File: config.mk
export PLATFORM = sky130hd
export DESIGN_NAME = ham74_codec
export DESIGN_NICKNAME = d
export VERILOG_FILES = /design/src/rtl/ham74_pkg.sv /design/src/rtl/ham74_syndrome.sv /design/src/rtl/ham74_stage.sv /design/src/rtl/ham74_encoder.sv /design/src/rtl/ham74_decoder.sv /design/src/rtl/ham74_codec.sv
export SDC_FILE = /design/constraint.sdc
export NUM_CORES = 1
export LEC_CHECK = 0
export ABC_AREA = 1
export ABC_CLOCK_PERIOD_IN_PS = 3000
export BUFFER_PORTS_ARGS = -buffer_cell sky130_fd_sc_hd__clkbuf_2
export CORE_MARGIN = 2
export CORE_UTILIZATION = 55
export DETAILED_ROUTE_END_ITERATION = 7
export PLACE_DENSITY = 0.87
export REMOVE_ABC_BUFFERS = 1
export SLEW_MARGIN = 5
export SYNTH_ARGS = -nofsm -noshare
export SYNTH_HDL_FRONTEND = slang
export SYNTH_HIERARCHICAL = 1
export SYNTH_SLANG_ARGS = --single-unit
export TNS_END_PERCENT = 50
File: constraint.sdc
create_clock -name clk -period 3 [get_ports clk]
set_input_delay 0.6 -clock clk [delete_from_list [all_inputs] [get_ports clk]]
set_output_delay 0.6 -clock clk [all_outputs]
set_load 0.02 [all_outputs]
File: src/rtl/ham74_pkg.sv
package ham74_pkg;

  function automatic bit is_pow2(int x);
    is_pow2 = (x > 0) && ((x & (x - 1)) == 0);
  endfunction

  // Codeword position (1-based) of the j-th data bit.
  function automatic int data_pos(int j);
    int cnt;
    int res;
    cnt = 0;
    res = 0;
    for (int pos = 1; pos < 64; pos++) begin
      if (!is_pow2(pos)) begin
        if (cnt == j) res = pos;
        cnt++;
      end
    end
    data_pos = res;
  endfunction

  // Index of the data bit carried at a non-power-of-two position.
  function automatic int data_idx(int pos);
    int cnt;
    cnt = 0;
    for (int q = 1; q < 64; q++) begin
      if (q < pos && !is_pow2(q)) cnt++;
    end
    data_idx = cnt;
  endfunction

  // Positions covered by check group g, bit pos-1 set when covered.
  function automatic logic [63:0] group_mask(int g, int n);
    logic [63:0] m;
    m = '0;
    for (int pos = 1; pos < 64; pos++) begin
      if (pos <= n && ((pos >> g) & 1) == 1) m[pos-1] = 1'b1;
    end
    group_mask = m;
  endfunction

endpackage

File: src/rtl/ham74_syndrome.sv
module ham74_syndrome #(
  parameter int P = 3,
  localparam int N = (1 << P) - 1
) (
  input  logic [N-1:0] word,
  output logic [P-1:0] syn
);
  import ham74_pkg::*;

  for (genvar g = 0; g < P; g++) begin : g_grp
    localparam logic [63:0] MASK = group_mask(g, N);
    assign syn[g] = ^(word & MASK[N-1:0]);
  end

endmodule

File: src/rtl/ham74_stage.sv
module ham74_stage #(
  parameter int W = 8
) (
  input  logic         clk,
  input  logic         rst,
  input  logic         in_valid,
  output logic         in_ready,
  input  logic [W-1:0] in_data,
  output logic         out_valid,
  input  logic         out_ready,
  output logic [W-1:0] out_data
);

  logic take;

  assign in_ready = !out_valid || out_ready;
  assign take     = in_valid && in_ready;

  always_ff @(posedge clk) begin
    if (rst) begin
      out_valid <= 1'b0;
      out_data  <= '0;
    end else if (take) begin
      out_valid <= 1'b1;
      out_data  <= in_data;
    end else if (out_ready) begin
      out_valid <= 1'b0;
    end
  end

  AST_STAGE_LATENCY: assert property (@(posedge clk) disable iff (rst)
    take |=> out_valid);
  AST_STAGE_HOLD: assert property (@(posedge clk) disable iff (rst)
    (out_valid && !out_ready) |=> (out_valid && $stable(out_data)));
  AST_STAGE_STALL: assert property (@(posedge clk) disable iff (rst)
    (out_valid && !out_ready) |-> !in_ready);
  AST_STAGE_RESET: assert property (@(posedge clk)
    $past(rst) |-> (!out_valid && out_data == '0));

endmodule

File: src/rtl/ham74_encoder.sv
module ham74_encoder #(
  parameter int P = 3,
  localparam int N = (1 << P) - 1,
  localparam int K = N - P
) (
  input  logic         clk,
  input  logic         rst,
  input  logic         in_valid,
  output logic         in_ready,
  input  logic [K-1:0] in_data,
  input  logic [P-1:0] flip_pos,
  output logic         out_valid,
  input  logic         out_ready,
  output logic [N-1:0] out_code
);
  import ham74_pkg::*;

  logic [N-1:0] spread;
  logic [N-1:0] clean;
  logic [N-1:0] flip_mask;
  logic [N-1:0] faulted;
  logic [P-1:0] checks;
  logic [P-1:0] clean_syn;

  // Data onto non-power-of-two positions, check positions left at zero.
  for (genvar pos = 1; pos <= N; pos++) begin : g_spread
    if (is_pow2(pos)) begin : g_chk
      assign spread[pos-1] = 1'b0;
    end else begin : g_dat
      assign spread[pos-1] = in_data[data_idx(pos)];
    end
  end

  ham74_syndrome #(.P(P)) u_par (.word(spread), .syn(checks));

  // Each group's parity over data lands on its power-of-two position.
  for (genvar pos = 1; pos <= N; pos++) begin : g_place
    if (is_pow2(pos)) begin : g_chk
      assign clean[pos-1] = checks[$clog2(pos)];
    end else begin : g_dat
      assign clean[pos-1] = spread[pos-1];
    end
  end

  // Test-path injection: flip_pos k inverts position k.
  for (genvar i = 0; i < N; i++) begin : g_flip
    assign flip_mask[i] = (flip_pos == P'(i + 1));
  end

  assign faulted = clean ^ flip_mask;

  ham74_stage #(.W(N)) u_stage (
    .clk(clk), .rst(rst),
    .in_valid(in_valid), .in_ready(in_ready), .in_data(faulted),
    .out_valid(out_valid), .out_ready(out_ready), .out_data(out_code)
  );

  // Independent parity check of the clean word.
  ham74_syndrome #(.P(P)) u_chk (.word(clean), .syn(clean_syn));

  AST_ENC_EVEN: assert property (@(posedge clk) disable iff (rst)
    in_valid |-> (clean_syn == '0));
  AST_ENC_FLIP: assert property (@(posedge clk) disable iff (rst)
    in_valid |-> ($countones(faulted ^ clean) == ((flip_pos != '0) ? 1 : 0)));

endmodule

File: src/rtl/ham74_decoder.sv
module ham74_decoder #(
  parameter int P = 3,
  localparam int N = (1 << P) - 1,
  localparam int K = N - P,
  localparam int W = P + 1 + N + K
) (
  input  logic         clk,
  input  logic         rst,
  input  logic         in_valid,
  output logic         in_ready,
  input  logic [N-1:0] in_code,
  output logic         out_valid,
  input  logic         out_ready,
  output logic [P-1:0] out_syn,
  output logic         out_err,
  output logic [N-1:0] out_fixed,
  output logic [K-1:0] out_data
);
  import ham74_pkg::*;

  logic [P-1:0] syn;
  logic [N-1:0] fix_mask;
  logic [N-1:0] fixed;
  logic [K-1:0] data;
  logic         err;
  logic [W-1:0] pack_in;
  logic [W-1:0] pack_out;
  logic [P-1:0] fix_syn;

  ham74_syndrome #(.P(P)) u_syn (.word(in_code), .syn(syn));

  // Syndrome value is the 1-based position to invert.
  for (genvar i = 0; i < N; i++) begin : g_fix
    assign fix_mask[i] = (syn == P'(i + 1));
  end

  assign fixed = in_code ^ fix_mask;
  assign err   = |syn;

  for (genvar j = 0; j < K; j++) begin : g_gather
    assign data[j] = fixed[data_pos(j) - 1];
  end

  assign pack_in = {syn, err, fixed, data};

  ham74_stage #(.W(W)) u_stage (
    .clk(clk), .rst(rst),
    .in_valid(in_valid), .in_ready(in_ready), .in_data(pack_in),
    .out_valid(out_valid), .out_ready(out_ready), .out_data(pack_out)
  );

  assign {out_syn, out_err, out_fixed, out_data} = pack_out;

  // Repaired word must be a codeword.
  ham74_syndrome #(.P(P)) u_chk (.word(fixed), .syn(fix_syn));

  AST_DEC_CLEAN: assert property (@(posedge clk) disable iff (rst)
    in_valid |-> (fix_syn == '0));
  AST_DEC_ONE_BIT: assert property (@(posedge clk) disable iff (rst)
    in_valid |-> ($countones(fixed ^ in_code) == ((syn != '0) ? 1 : 0)));
  AST_DEC_FLAG: assert property (@(posedge clk) disable iff (rst)
    out_valid |-> (out_err == (out_fixed != $past(in_code)) || !$past(in_valid && in_ready)));

endmodule

File: src/rtl/ham74_codec.sv
module ham74_codec #(
  parameter int P = 3,
  localparam int N = (1 << P) - 1,
  localparam int K = N - P
) (
  input  logic         clk,
  input  logic         rst,
  input  logic         enc_in_valid,
  output logic         enc_in_ready,
  input  logic [K-1:0] enc_in_data,
  input  logic [P-1:0] enc_flip_pos,
  output logic         enc_out_valid,
  input  logic         enc_out_ready,
  output logic [N-1:0] enc_out_code,
  input  logic         dec_in_valid,
  output logic         dec_in_ready,
  input  logic [N-1:0] dec_in_code,
  output logic         dec_out_valid,
  input  logic         dec_out_ready,
  output logic [P-1:0] dec_out_syn,
  output logic         dec_out_err,
  output logic [N-1:0] dec_out_fixed,
  output logic [K-1:0] dec_out_data
);

  ham74_encoder #(.P(P)) u_enc (
    .clk(clk), .rst(rst),
    .in_valid(enc_in_valid), .in_ready(enc_in_ready),
    .in_data(enc_in_data), .flip_pos(enc_flip_pos),
    .out_valid(enc_out_valid), .out_ready(enc_out_ready),
    .out_code(enc_out_code)
  );

  ham74_decoder #(.P(P)) u_dec (
    .clk(clk), .rst(rst),
    .in_valid(dec_in_valid), .in_ready(dec_in_ready),
    .in_code(dec_in_code),
    .out_valid(dec_out_valid), .out_ready(dec_out_ready),
    .out_syn(dec_out_syn), .out_err(dec_out_err),
    .out_fixed(dec_out_fixed), .out_data(dec_out_data)
  );

endmodule

==> flow_results.org, run 1 <==
** Layout
- Final core utilization :: 63.8%
- After the last flow step, the layout net total stands at 388.
- Area added between synthesis and finish :: 11.1%
- Number of antenna diodes :: 0
- Of the cells placed in the final design, the portion with a size suffix greater than 1 is 18.8%.

** Critical path
- Kind of end point of the critical path :: flop
- Arrival time of the worst setup path :: 2.02 ns
- Slowest cell on the critical path :: sky130_fd_sc_hd__nand2_1
- At the worst endpoint, the required time is 3.22 ns.
- STA classifies the critical path startpoint as an input pin.
- In this design, the stage delay of the slowest critical-path cell is 0.31 ns.
- Reg2reg setup slack :: 1.95 ns
- The critical path goes through clkbuf_2 > inv_2 > nand2_1 > nand2_1 > nand2_1 > nand2_1 > inv_6 > nand3_1 > nand2_1 > nand2_1 > inv_1 > nand3_1 > nand2_1 > nor2_1.
- The setup path with the least slack is of type input pin to flop.
- The critical path contains buffers and inverters numbering 4 combined.
- Counting stages on the worst path, the most repeated cell is sky130_fd_sc_hd__nand2_1.
- Largest fanout on the critical path :: 9
- Among cell families on the critical path, the largest total delay comes from simple AND/OR/NAND/NOR gates.

** Timing
- Post-route clock period utilization :: 60.1%
- Fin. Hold Viols :: 0
- Measured against its own limit, the worst slew margin works out to 62.2%.
- Sum of negative setup slack :: 0 ns
- Static timing analysis puts the maximum clock frequency at 555 MHz.
- Setup repair after global routing left no endpoint under its margin.
- Setup violations remaining at the end of the flow were counted as 0.
- Post-route worst hold slack :: 0.466 ns
- Post-layout min period :: 1.80 ns
- Slew Viols, Final :: 0
- The clock arrives with 0.0127 ns of skew.
- For the pin with the worst max-slew slack, the measured transition is 0.567 ns.

** Floorplan
- Placeable core area :: 3340 um^2
- Area enclosed by the die boundary :: 3970 um^2
- 46 I/O pins were placed.
- X dimension of the die :: 63.0 um
- Placement Rows :: 21
- The die is 63.0 um tall.
- Effective utilization at floorplan :: 57.4%

** Clock network
- CTS buffer count :: 3
- Buffers inserted to repair hold after CTS numbered 0.
- Clock sink total :: 24
- TritonCTS clock tree :: done
- The clock passes through at most 2 buffers.
- Clock-pin slew was measured on the worst setup and hold paths at 0.14 ns.
- Clk root buf :: sky130_fd_sc_hd__clkbuf_4
- Clock latency at the later pin of the worst-skew pair :: 0.32 ns
- Max H-tree Level :: 1
- Post-CTS resize count :: 0
- In this run the post-CTS setup repair buffer count came out at 0.

** Outcome
- Status :: finished, final reports clean

** Detailed routing
- Number of DRC violations after detailed-routing iteration 0 :: 197
- The first TritonRoute pass finished after 4 iterations.
- Drt via density :: 4.76
- After detailed routing, the number of remaining DRC violations is 0.
- Wirelength, routed :: 3870 um
- Detailed routing inserted a total of 1,966 vias.
- Once detail routing completed, the nets flagged for antenna violations numbered 0.
- Routed wire per std cell :: 9.37 um

** Min path
- The path class of the tightest hold or removal check is input pin to flop.

** Logic synthesis
- Sequential element share of the synthesized area :: 25.1%
- Yosys top cell area share :: 25.1%
- Gate Count Post-Synth :: 324
- sky130_fd_sc_hd__dfxtp_1 takes more of the synthesized area than any other cell.
- Cells taking the most area after synthesis :: sky130_fd_sc_hd__dfxtp_1, sky130_fd_sc_hd__nand2_1, sky130_fd_sc_hd__nand3_1, sky130_fd_sc_hd__inv_1, sky130_fd_sc_hd__buf_6
- The most used flip-flop cell after synthesis is sky130_fd_sc_hd__dfxtp_1.
- The mapped netlist covers 1920 um^2.
- Counting distinct cell types in the post-synthesis netlist gives 22.
- Average footprint of a synthesized cell :: 5.92 um^2
- Yosys mapped a number of flops with a built-in enable equal to 0.
- After synthesis the netlist holds a flip-flop and latch count of 24.
- For this run, the number of Yosys warnings is 6.
- For this run, asynchronously set or reset flops after synthesis account for 0%.

** Global routing
- Global routing used 20.7% of the available tracks.
- Entering global routing, the biggest net connects 32 pins.
- The first global-routing pass estimated 6820 um of wire.
- Number of antenna violations at the first check in global routing :: 0
- The number of global-route vias before repair was 1,727.
- Summed over all layers, the global routing overflow is 0.

** Power
- For this design the ratio of total power to cell area is 417 nW/um^2.
- The analysis attributes to cell leakage a power of 1.29 nW.
- Highest ir drop seen on vdd :: 0.000242 V

** Job
- Max-cap violation count :: 0

** Place
- HPWL after detailed placement :: 2920 um
- Final RePlAce weighted congestion :: 0.862
- Port Buffers :: 45
==> power by group <==
group          switching, W  total (W)  internal (W)
clock             0.0000976   0.000233      0.000135
combinational      0.000196   0.000296     0.0000998
sequential        0.0000139   0.000360      0.000346
total              0.000307   0.000888      0.000581
==> registers in the layout (all words and copies together), names as in the netlist <==
| register | cells |
|---|---|
| u_dec/u_stage/out_valid | 1 |
| u_enc/u_stage/out_valid | 1 |
| u_dec/u_stage/out_data | 15 |
| u_enc/u_stage/out_data | 7 |
==> stage by stage <==
stage / instance area [um^2] / power (W) / setup WS (ns) / instances
6_report: 2130 / 0.000888 / 1.20 / 413
5_1_grt: 2130 / 0.000950 / 1.03 / 413
4_1_cts: 2130 / 0.000895 / 1.23 / 413
3_5_place_dp: 2080 / 0.000662 / 0.882 / 409
3_3_place_gp: 2080 / 0.000653 / 0.927 / 409
2_1_floorplan: 1790 / 0.000568 / 1.23 / 317
==> logic make-up (layout without fill, tap and decap cells) <==
| kind of cell | Yosys count | count (layout) | synth area share [%] |
|---|---|---|---|
| buf+inv | 75 | 110 | 21.1 |
| other cells | 1 | 9 | 0.196 |
| flops | 24 | 24 | 25.1 |
| compound gates | 26 | 26 | 6.98 |
| simple gates | 194 | 194 | 44.8 |
| xor+xnor | 4 | 4 | 1.83 |
==> worst reg2reg max path: cells and delay by family, from the launching register on <==
family                 cells  cell delay, ns
DFF                        1            0.34
buffers and inverters      1            0.29
and+or+nand+nor            4            0.31
==> path summary, 6_finish.rpt <==
kind | from | end | cells after the start
setup / recovery | dec_in_code[6] | u_dec/u_stage/out_data[8] | 14
hold / removal | rst | u_enc/u_stage/out_valid | 2
setup reg to reg | u_dec/u_stage/out_valid | u_dec/u_stage/out_data[3] | 5
hold reg to reg | u_dec/u_stage/out_data[14] | u_dec/u_stage/out_data[14] | 2
==> cells in the final DEF (no fill, tap or decap), types with 2 or more instances in the layout <==
| cell | count |
|---|---|
| sky130_fd_sc_hd__a21oi_1 | 23 |
| sky130_fd_sc_hd__clkbuf_2 | 45 |
| sky130_fd_sc_hd__clkbuf_4 | 3 |
| sky130_fd_sc_hd__conb_1 | 9 |
| sky130_fd_sc_hd__dfxtp_1 | 24 |
| sky130_fd_sc_hd__inv_1 | 52 |
| sky130_fd_sc_hd__inv_2 | 2 |
| sky130_fd_sc_hd__inv_4 | 4 |
| sky130_fd_sc_hd__inv_6 | 2 |
| sky130_fd_sc_hd__nand2_1 | 117 |
| sky130_fd_sc_hd__nand2_2 | 2 |
| sky130_fd_sc_hd__nand3_1 | 39 |
| sky130_fd_sc_hd__nand3b_1 | 2 |
| sky130_fd_sc_hd__nand4_1 | 4 |
| sky130_fd_sc_hd__nor2_1 | 22 |
| sky130_fd_sc_hd__nor2_4 | 6 |
| sky130_fd_sc_hd__o21ai_1 | 2 |
| sky130_fd_sc_hd__xnor2_1 | 4 |
==> layer usage <==
layer / vias to the layer above / part of all wire [%] / track usage (%)
met4: 0 / 1.3 / 6.67
met2: 49 / 52 / 40.2
met3: 8 / 4.8 / 3.96
met1: 851 / 42 / 22.2
li1: 1058 / - / -
met5: - / 0 / 0
==> layout make-up <==
cell class                 count  area [um^2]
timing repair buffer          46          233
multi-input combinational    233         1060
tap                           46         57.6
sequential                    24          480
fill                         341         1210
clock inverter                 1         30.0
inverter                      60          245
clock buffer                   3         22.5
==> Yosys cell counts, types with 3 or more instances <==
cell type                   n
sky130_fd_sc_hd__nand3_1   39
sky130_fd_sc_hd__inv_1     52
sky130_fd_sc_hd__buf_4      3
sky130_fd_sc_hd__nand4_1    4
sky130_fd_sc_hd__a21oi_1   23
sky130_fd_sc_hd__nor2_1    22
sky130_fd_sc_hd__dfxtp_1   24
sky130_fd_sc_hd__inv_4      4
sky130_fd_sc_hd__xnor2_1    4
sky130_fd_sc_hd__buf_6     11
sky130_fd_sc_hd__nor2_4     6
sky130_fd_sc_hd__nand2_1  117
No activity file was read; power rests on OpenSTA's default activity.
==> inputs of run 2 (changes only) <==
ABC_CLOCK_PERIOD_IN_PS = 1600   (was 3000)
CORE_UTILIZATION = 49   (was 55)
PLACE_DENSITY = 0.82   (was 0.87)
clock period = 1.6 ns   (was 3 ns; I/O delays follow)
==> run 2 against run 1 <==
  * Via count shrank 0.56%
  * Clock-buffer cell count grew 1
  * Final area grew 3.2%
  * Hold slack lost 0.21 ns
  * Power grew 87%
  * Sequential power grew 87%
  * Sequential share of layout area shrank 0.69 points
  * Register-to-register slack lost 1.4 ns
  * Wire length shrank 2.0%
  * Clock skew shrank 0.0070 ns
  * Combinational power grew 97%
  * Die area grew 11%
  * Critical path type unchanged
==> flow_results.org, run 2 (synthesis gave the netlist of run 1 again) <==
** Power
- P_int :: 0.00108 W (+86%)
- Proportion of power drawn by combinational gates :: 35.2% (+1.9 points)
- The switching power as a share of total power is 34.8% (+0.25 points).
- The portion of total power attributed to sequential cells is 40.6% (about the same).
- The clock network power share was 24.2% (-2.0 points).
- Highest ir drop seen on vdd :: 0.000466 V (+92%)
- Power density cells :: 755 nW/um^2 (+81%)
- The leakage dissipation is 1.32 nW (+2.5%).
- The net switching power came to 0.000578 W (+88%).

** Detailed routing
- Drt via density :: 4.65 (-2.2%)
- Detailed-route DRC error count :: 0 (unchanged)
- Count of nets left with antenna violations after detail routing :: 0 (unchanged)
- The final wirelength is 3790 um (-2.0%).
- The iteration count of the initial detailed-routing pass is 4 (unchanged).
- Routed wire per std cell :: 9.03 um (-3.6%)
- Overall via count from detail_route :: 1,955 (-0.56%)
- Number of DRC violations after detailed-routing iteration 0 :: 101 (-49%)

** Clock network
- Clock Path Buffers :: 2 (unchanged)
- Clock latency at the later pin of the worst-skew pair :: 0.26 ns (-0.06 ns)
- The post-CTS setup repair buffer count is 0 (unchanged).
- TritonCTS clock tree :: done
- Post-CTS resize count :: 0 (unchanged)
- The CTS clock-pin slew for the worst setup and hold paths came to 0.08 ns (-0.06 ns).
- Number of buffers inserted by hold repair at cts :: 0 (unchanged)
- Clock sink total :: 24 (unchanged)
- Max H-tree Level :: 1 (unchanged)
- The number of buffers created by CTS was 3 (unchanged).
- Clk root buf :: sky130_fd_sc_hd__clkbuf_8

** Critical path
- The critical path starts at dec_in_code[6].
- Largest fanout on the critical path :: 10 (+1)
- Kind of end point of the critical path :: flop
- The critical path data required time was 1.76 ns (-1.46 ns).
- The setup path with the least slack is of type input pin to flop.
- Reg-to-reg critical path startpoint :: u_dec/u_stage/out_valid
- Kind of launch point of the worst setup path :: input pin
- Arrival time of the worst setup path :: 1.56 ns (-0.46 ns)

** Place
- Final RePlAce weighted congestion :: 0.825 (-4.2%)
- The post-detailed-placement cell area was 2140 um^2 (+3.1%).
- Port Buffers :: 45 (unchanged)
- The HPWL reported at the end of detailed placement is 2980 um (+2.3%).
- Total placed cells including tap cells :: 416 (+1.7%)

** Min path
- Critical hold path startpoint :: rst
- The worst hold path belongs to the class input pin to flop.

** Floorplan
- The count of pins on the block boundary was 46 (unchanged).
- The overall die area is 4430 um^2 (+11%).
- The floorplan row count was 22 (+4.8%).
- The die extent in y is 66.5 um (+5.6%).
- The starting density of the core is 51.6% (-5.9 points).
- The core region area came to 3720 um^2 (+11%).
- X dimension of the die :: 66.5 um (+5.6%)

** Global routing
- Number of antenna violations at the first check in global routing :: 0 (unchanged)
- Maximum number of pins on one net before global-route repair :: 32 (unchanged)
- Via count of the first global-routing pass :: 1,591 (-7.9%)
- GRT Util Overall :: 18.3% (-2.5 points)
- The wire length of the first global-routing pass came to 6510 um (-4.6%).
- The aggregate global routing overflow is 0 (unchanged).

** Layout
- The antenna diode count came to 0 (unchanged).
- Cell area after layout :: 2200 um^2 (+3.2%)
- The filler cell count was 398 (+17%).
- In the final layout, the registers with the most flip-flops are u_dec/u_stage/out_data (15), u_enc/u_stage/out_data (7).
- From synthesis to final layout, the design area changed by 14.6%.
- Register Area :: 480 um^2 (unchanged)
- The library cell used most frequently in the layout, excluding fill and tap cells, is sky130_fd_sc_hd__nand2_1.
- Most frequent cells in the layout :: sky130_fd_sc_hd__nand2_1, sky130_fd_sc_hd__inv_1, sky130_fd_sc_hd__clkbuf_2
- The multi-input gate area in the final layout is 1060 um^2 (unchanged).
- The net total in the final layout was 393 (+1.3%).
- Fraction of final layout cells sized beyond drive strength 1 :: 19.9% (+1.1 points)
- The number of flip-flops in the largest register is 15 (unchanged).
- u_dec/u_stage/out_data holds more flip-flops than any other register.
- Post-Layout Cell Count :: 420 (+1.7%)

** Timing
- The accumulated negative setup slack came to 0 ns (unchanged).
- The actual slew at the worst max-slew pin is 0.554 ns (-0.0129 ns).
- Count of endpoints failing setup in the final report :: 0 (unchanged)
- Post-layout min period :: 1.41 ns
- Derived from the worst setup path, the maximum achievable clock frequency is 711 MHz.
- The clock skew after layout came to 0.00574 ns (-0.00699 ns).
- Setup repair after global routing missed its margin :: no
- Fin. Hold Viols :: 0 (unchanged)
- The worst path uses 87.9% of the clock period.
- The worst relative slew slack was 63.1% (+0.86 points).
- The number of max-slew violations in the final report is 0 (unchanged).

** Outcome
- Status :: finished, final reports clean

** Job
- The number of maximum-capacitance violations was 0 (unchanged).
[run 2: changes by cell type in the layout (fill, tap and decap cells not counted)]
cell                        previous run  this run
sky130_fd_sc_hd__buf_4                 1         4
sky130_fd_sc_hd__bufinv_16             1         0
sky130_fd_sc_hd__buf_12                0         2
sky130_fd_sc_hd__clkbuf_8              0         4
sky130_fd_sc_hd__clkbuf_4              3         0
[run 2: area by class of cell]
type | count | area share [%]
Tap cell | 48 | 2.73
Clock buffer | 4 | 2.51
Inverter | 60 | 11.2
Multi-Input combinational cell | 233 | 48.3
Sequential cell | 24 | 21.9
Timing Repair Buffer | 51 | 13.4
[run 2: path summary, 6_finish.rpt]
kind,to,slack [ns],cells past startpoint
setup / recovery,u_dec/u_stage/out_data[3],0.19,13
setup reg to reg,u_dec/u_stage/out_data[9],0.54,5
hold / removal,u_enc/u_stage/out_valid,0.26,2
hold reg to reg,u_dec/u_stage/out_data[4],0.48,2
[run 2: through the flow]
step / util, % / setup WS, ns / total power, W / hold WS (ns)
floorplan: - / 0.113 / 0.00107 / 0.382
global placement: 57.6 / -0.00913 / 0.00126 / 0.459
detailed placement: 57.6 / -0.0559 / 0.00127 / 0.469
CTS: 59.1 / 0.224 / 0.00167 / 0.259
global route: 59.1 / 0.0610 / 0.00179 / 0.251
finish: 59.1 / 0.193 / 0.00166 / 0.259
[run 2: layer usage]
metal	track usage, %	vias to the layer above	part of all wire (%)
met5	0	-	0
met3	4.39	2	5.2
met2	33.9	46	49
li1	-	1072	-
met1	21.7	835	46
met4	2.30	0	0.21
[run 2: power by group through the flow]
| stage | logic (W) | clock network [W] | registers (W) |
|---|---|---|---|
| 2_1_floorplan | 0.000317 | 0 | 0.000749 |
| 3_3_place_gp | 0.000574 | 0 | 0.000686 |
| 3_5_place_dp | 0.000585 | 0 | 0.000688 |
| 4_1_cts | 0.000587 | 0.000413 | 0.000674 |
| 5_1_grt | 0.000661 | 0.000444 | 0.000680 |
| 6_report | 0.000583 | 0.000402 | 0.000674 |
[run 2: worst max-delay path, cell delays in order]
cell	delay, ns
sky130_fd_sc_hd__clkbuf_2	0.13
sky130_fd_sc_hd__inv_2	0.08
sky130_fd_sc_hd__nand2_1	0.05
sky130_fd_sc_hd__nand2_1	0.08
sky130_fd_sc_hd__nand2_1	0.05
sky130_fd_sc_hd__nand2_1	0.28
sky130_fd_sc_hd__inv_4	0.09
sky130_fd_sc_hd__o21ai_1	0.14
sky130_fd_sc_hd__nand2_1	0.08
sky130_fd_sc_hd__inv_1	0.06
sky130_fd_sc_hd__nand3_1	0.07
sky130_fd_sc_hd__nand2_1	0.08
sky130_fd_sc_hd__nor2_1	0.05
==> inputs of run 3 (changes only) <==
ABC_AREA = 0   (was 1)
CORE_UTILIZATION = 46   (was 49)
PLACE_DENSITY = 0.81   (was 0.82)
REMOVE_ABC_BUFFERS = unset   (was 1)
==> run 3 against run 2 <==
  * Non-clock buffer count grew 7
  * Cell count shrank 41%
  * Hold slack improved by 0.13 ns
  * Synthesized cell count fell by 52%
  * Utilization increased by 0.47 points
  * Final area fell by 17%
  * Power is 7.9% lower
==> flow_results.org, run 3 <==
** Global routing
- The aggregate global-route resource usage was 16.7% (-1.5 points).
- The number of global-route vias before repair came to 1,042 (-35%).
- The largest net degree at the start of global routing was 33 (+3.1%).
- The aggregate global routing overflow came to 0 (unchanged).
- The initial antenna violation count was 0 (unchanged).
- First-pass GRT wire length :: 4760 um (-27%)

** Logic synthesis
- The netlist area before placement is 1470 um^2 (-23%).
- Distinct cells, synth :: 19 (-14%)
- After synthesis, the cell types taking the most area are sky130_fd_sc_hd__dfxtp_1, sky130_fd_sc_hd__xnor2_1, sky130_fd_sc_hd__a21bo_1, sky130_fd_sc_hd__nand3_1, sky130_fd_sc_hd__a21oi_2.
- The average footprint of a synthesized cell is 9.53 um^2 (+61%).
- Counting instances in the post-synthesis netlist gives the leading cell types as sky130_fd_sc_hd__dfxtp_1, sky130_fd_sc_hd__nand3_1, sky130_fd_sc_hd__xnor2_1.
- Gate Count Post-Synth :: 154 (-52%)
- Yosys top cell area share :: 32.7% (+7.7 points)
- The sequential element share of the synthesized area came to 32.7% (+7.7 points).
- Post-synthesis sequential element count :: 24 (unchanged)
- Async set-reset flop share out of synthesis :: 0% (unchanged)
- Among all flip-flop cells after synthesis, the most frequent one is sky130_fd_sc_hd__dfxtp_1.
- The number of enable flip-flop cells after synthesis came to 0 (unchanged).
- The number of synthesis warnings is 6 (unchanged).
- Top cell type by total area after synthesis :: sky130_fd_sc_hd__dfxtp_1

** Clock network
- The tree is rooted in a sky130_fd_sc_hd__clkbuf_4.
- The hold-fix buffer count after cts is 0 (unchanged).
- The clock latency at the later pin of the worst-skew pair was 0.30 ns (+0.04 ns).
- The number of levels the H-tree was split into was 1 (unchanged).
- The CTS clock-pin slew for the worst setup and hold paths came to 0.11 ns (+0.03 ns).
- TritonCTS clock tree :: done
- The number of buffers created by CTS was 3 (unchanged).
- The maximum count of clock buffers along a single path came to 2 (unchanged).
- The CTS sink count came to 24 (unchanged).
- The post-CTS setup repair buffer count came to 0 (unchanged).

** Power
- Static Leakage :: 0.789 nW (-40%)
- The switching power as a share of total power was 33.6% (-1.3 points).
- Clk network pwr share :: 16.7% (-7.5 points)
- The total power was 0.00153 W (-7.9%).
- The net switching power was 0.000513 W (-11%).
- Sequential cell fraction of total power :: 44.7% (+4.1 points)
- P_int :: 0.00101 W (-6.1%)
- Proportion of power drawn by combinational gates :: 38.6% (+3.4 points)
- Power density cells :: 840 nW/um^2 (+11%)
- The largest vdd supply drop was 0.000330 V (-29%).

** Detailed routing
- Wirelength, routed :: 2900 um (-23%)
- Detailed-route DRC error count :: 0 (unchanged)
- Number of DRC violations after detailed-routing iteration 0 :: 56 (-45%)
- Routed wire per std cell :: 11.7 um (+29%)
- The iteration count of the initial detailed-routing pass was 4 (unchanged).
- Drt via density :: 4.83 (+3.8%)
- The number of nets still failing antenna checks after routing is 0 (unchanged).
- The total number of vias came to 1,203 (-38%).

** Floorplan
- The starting density of the core came to 48.1% (-3.5 points).
- The core region area is 3050 um^2 (-18%).
- The count of pins on the block boundary was 46 (unchanged).
- Die Ht :: 60.5 um (-9.1%)
- The overall die area came to 3660 um^2 (-17%).
- The floorplan row count is 20 (-9.1%).
- The die outline width is 60.5 um (-9.1%).

** Critical path
- Kind of launch point of the worst setup path :: input pin
- Slowest cell on the critical path :: sky130_fd_sc_hd__or3_2
- The worst setup path is captured at a flop.
- The critical path data required time was 1.77 ns (about the same).
- Setup CP Type :: input pin to flop
- The stage delay of the slowest cell on the critical path was 0.47 ns (+0.19 ns).
- Largest fanout on the critical path :: 5 (-5)
- Cell breakdown of the critical path :: clkbuf_2 > xor2_2 > xnor2_2 > buf_4 > or3_2 > nand3_1 > a21oi_1
- The critical path arrival is 1.67 ns (+0.11 ns).

** Place
- The HPWL reported at the end of detailed placement was 2080 um (-30%).
- Final RePlAce weighted congestion :: 0.808 (-2.1%)
- Port Buffers :: 45 (unchanged)
- Cell area reported after detailed placement :: 1770 um^2 (-18%)

** Layout
- Most frequent cells in the layout :: sky130_fd_sc_hd__clkbuf_2, sky130_fd_sc_hd__nand3_1, sky130_fd_sc_hd__dfxtp_1
- Area taken by multi-input logic gates :: 931 um^2 (-12%)
- Registers with the most flip-flops :: u_dec/u_stage/out_data (15), u_enc/u_stage/out_data (7)
- Fraction of final layout cells sized beyond drive strength 1 :: 42.4% (+23 points)
- The antenna diode count came to 0 (unchanged).
- Most frequent standard cell in the layout excluding fill and tap cells :: sky130_fd_sc_hd__clkbuf_2
- The area taken by flip-flops and latches was 480 um^2 (unchanged).
- The net total in the final layout came to 227 (-42%).
- From synthesis to final layout, the design area changed by 24.0%.
- The number of flip-flops in the largest register came to 15 (unchanged).
- Fill cell count :: 293 (-26%)
- The final standard cell area without fillers was 1820 um^2 (-17%).
- More flip-flops sit in one register than any other, and that register is u_dec/u_stage/out_data.

** Timing
- Count of endpoints failing setup in the final report :: 0 (unchanged)
- The worst hold-check slack is 0.389 ns (+0.131 ns).
- The hold violation count in the final report was 0 (unchanged).
- The actual slew at the worst max-slew pin was 0.609 ns (+0.0549 ns).
- The worst relative slew slack was 59.4% (-3.7 points).
- Post-route clock period utilization :: 94.1% (+6.1 points)
- Setup repair after global routing missed its margin :: no
- The minimum period implied by the final worst setup slack came to 1.50 ns (+0.0978 ns).
- The clock skew after layout is 0.0136 ns (+0.00788 ns).
- Slew Viols, Final :: 0 (unchanged)
- The timing-limited maximum frequency came to 665 MHz (-6.5%).

** Min path
- The tightest min-delay check is of the input pin to flop type.

** Job
- The number of maximum-capacitance violations is 0 (unchanged).

** Outcome
- The flow ran to the end, and the final reports show no timing, DRC or antenna violations.
## run 3: final timing paths
path	startpoint	endpoint	slack (ns)	cells after the start
setup / recovery	dec_in_code[6]	u_dec/u_stage/out_data[11]	0.1	7
hold / removal	enc_in_data[3]	u_enc/u_stage/out_data[6]	0.39	4
setup reg to reg	u_dec/u_stage/out_valid	u_dec/u_stage/out_data[11]	0.53	3
hold reg to reg	u_enc/u_stage/out_data[4]	u_enc/u_stage/out_data[4]	0.58	2
## run 3: through the flow
| step | cells | TNS, ns | util, % | setup slack, ns |
|---|---|---|---|---|
| floorplan | 156 | 0 | - | 0.0252 |
| global placement | 246 | -1.95 | 57.9 | -0.248 |
| detailed placement | 246 | -2.56 | 57.9 | -0.271 |
| CTS | 249 | 0 | 58.6 | 0.0613 |
| global route | 249 | 0 | 59.6 | 0.0253 |
| finish | 249 | 0 | 59.6 | 0.0951 |
## run 3: cells by family after synthesis
family,synth area share [%]
compound gates,26.0
simple gates,16.7
xor+xnor,17.9
flops,32.7
buf+inv,6.39
other cells,0.256
## run 3: power groups by stage
stage	sequential, W	clock (W)	combinational, W
2_1_floorplan	0.000761	0	0.000326
3_3_place_gp	0.000694	0	0.000561
3_5_place_dp	0.000696	0	0.000572
4_1_cts	0.000683	0.000262	0.000574
5_1_grt	0.000690	0.000290	0.000650
6_report	0.000682	0.000256	0.000590
## run 3: per-layer routing
layer / global-route usage [%] / vias up / wire length [um]
met3: 1.49 / 2 / 109
met5: 0 / - / 0
met1: 24.8 / 539 / 1490
met2: 26.1 / 27 / 1280
met4: 4.66 / 0 / 25
li1: - / 635 / -
## run 3: final cells by class
class | instances | share of cell area, %
multi-input cells | 118 | 51.2
flip-flops and latches | 24 | 26.4
repair buffers | 58 | 17.7
well taps | 44 | 3.03
clock buffers | 3 | 1.24
inverters | 2 | 0.413
## run 3: worst max-delay path: cells and delay by family
family          cells  cell delay (ns)
buf+inv             2             0.31
compound gates      1             0.06
simple gates        2             0.55
xor+xnor            2             0.44
## run 3: what timing repair did
action,in CTS,in global routing
hold endpoints to repair,0,0
gates resized for setup,0,4
setup endpoints to repair,0,8
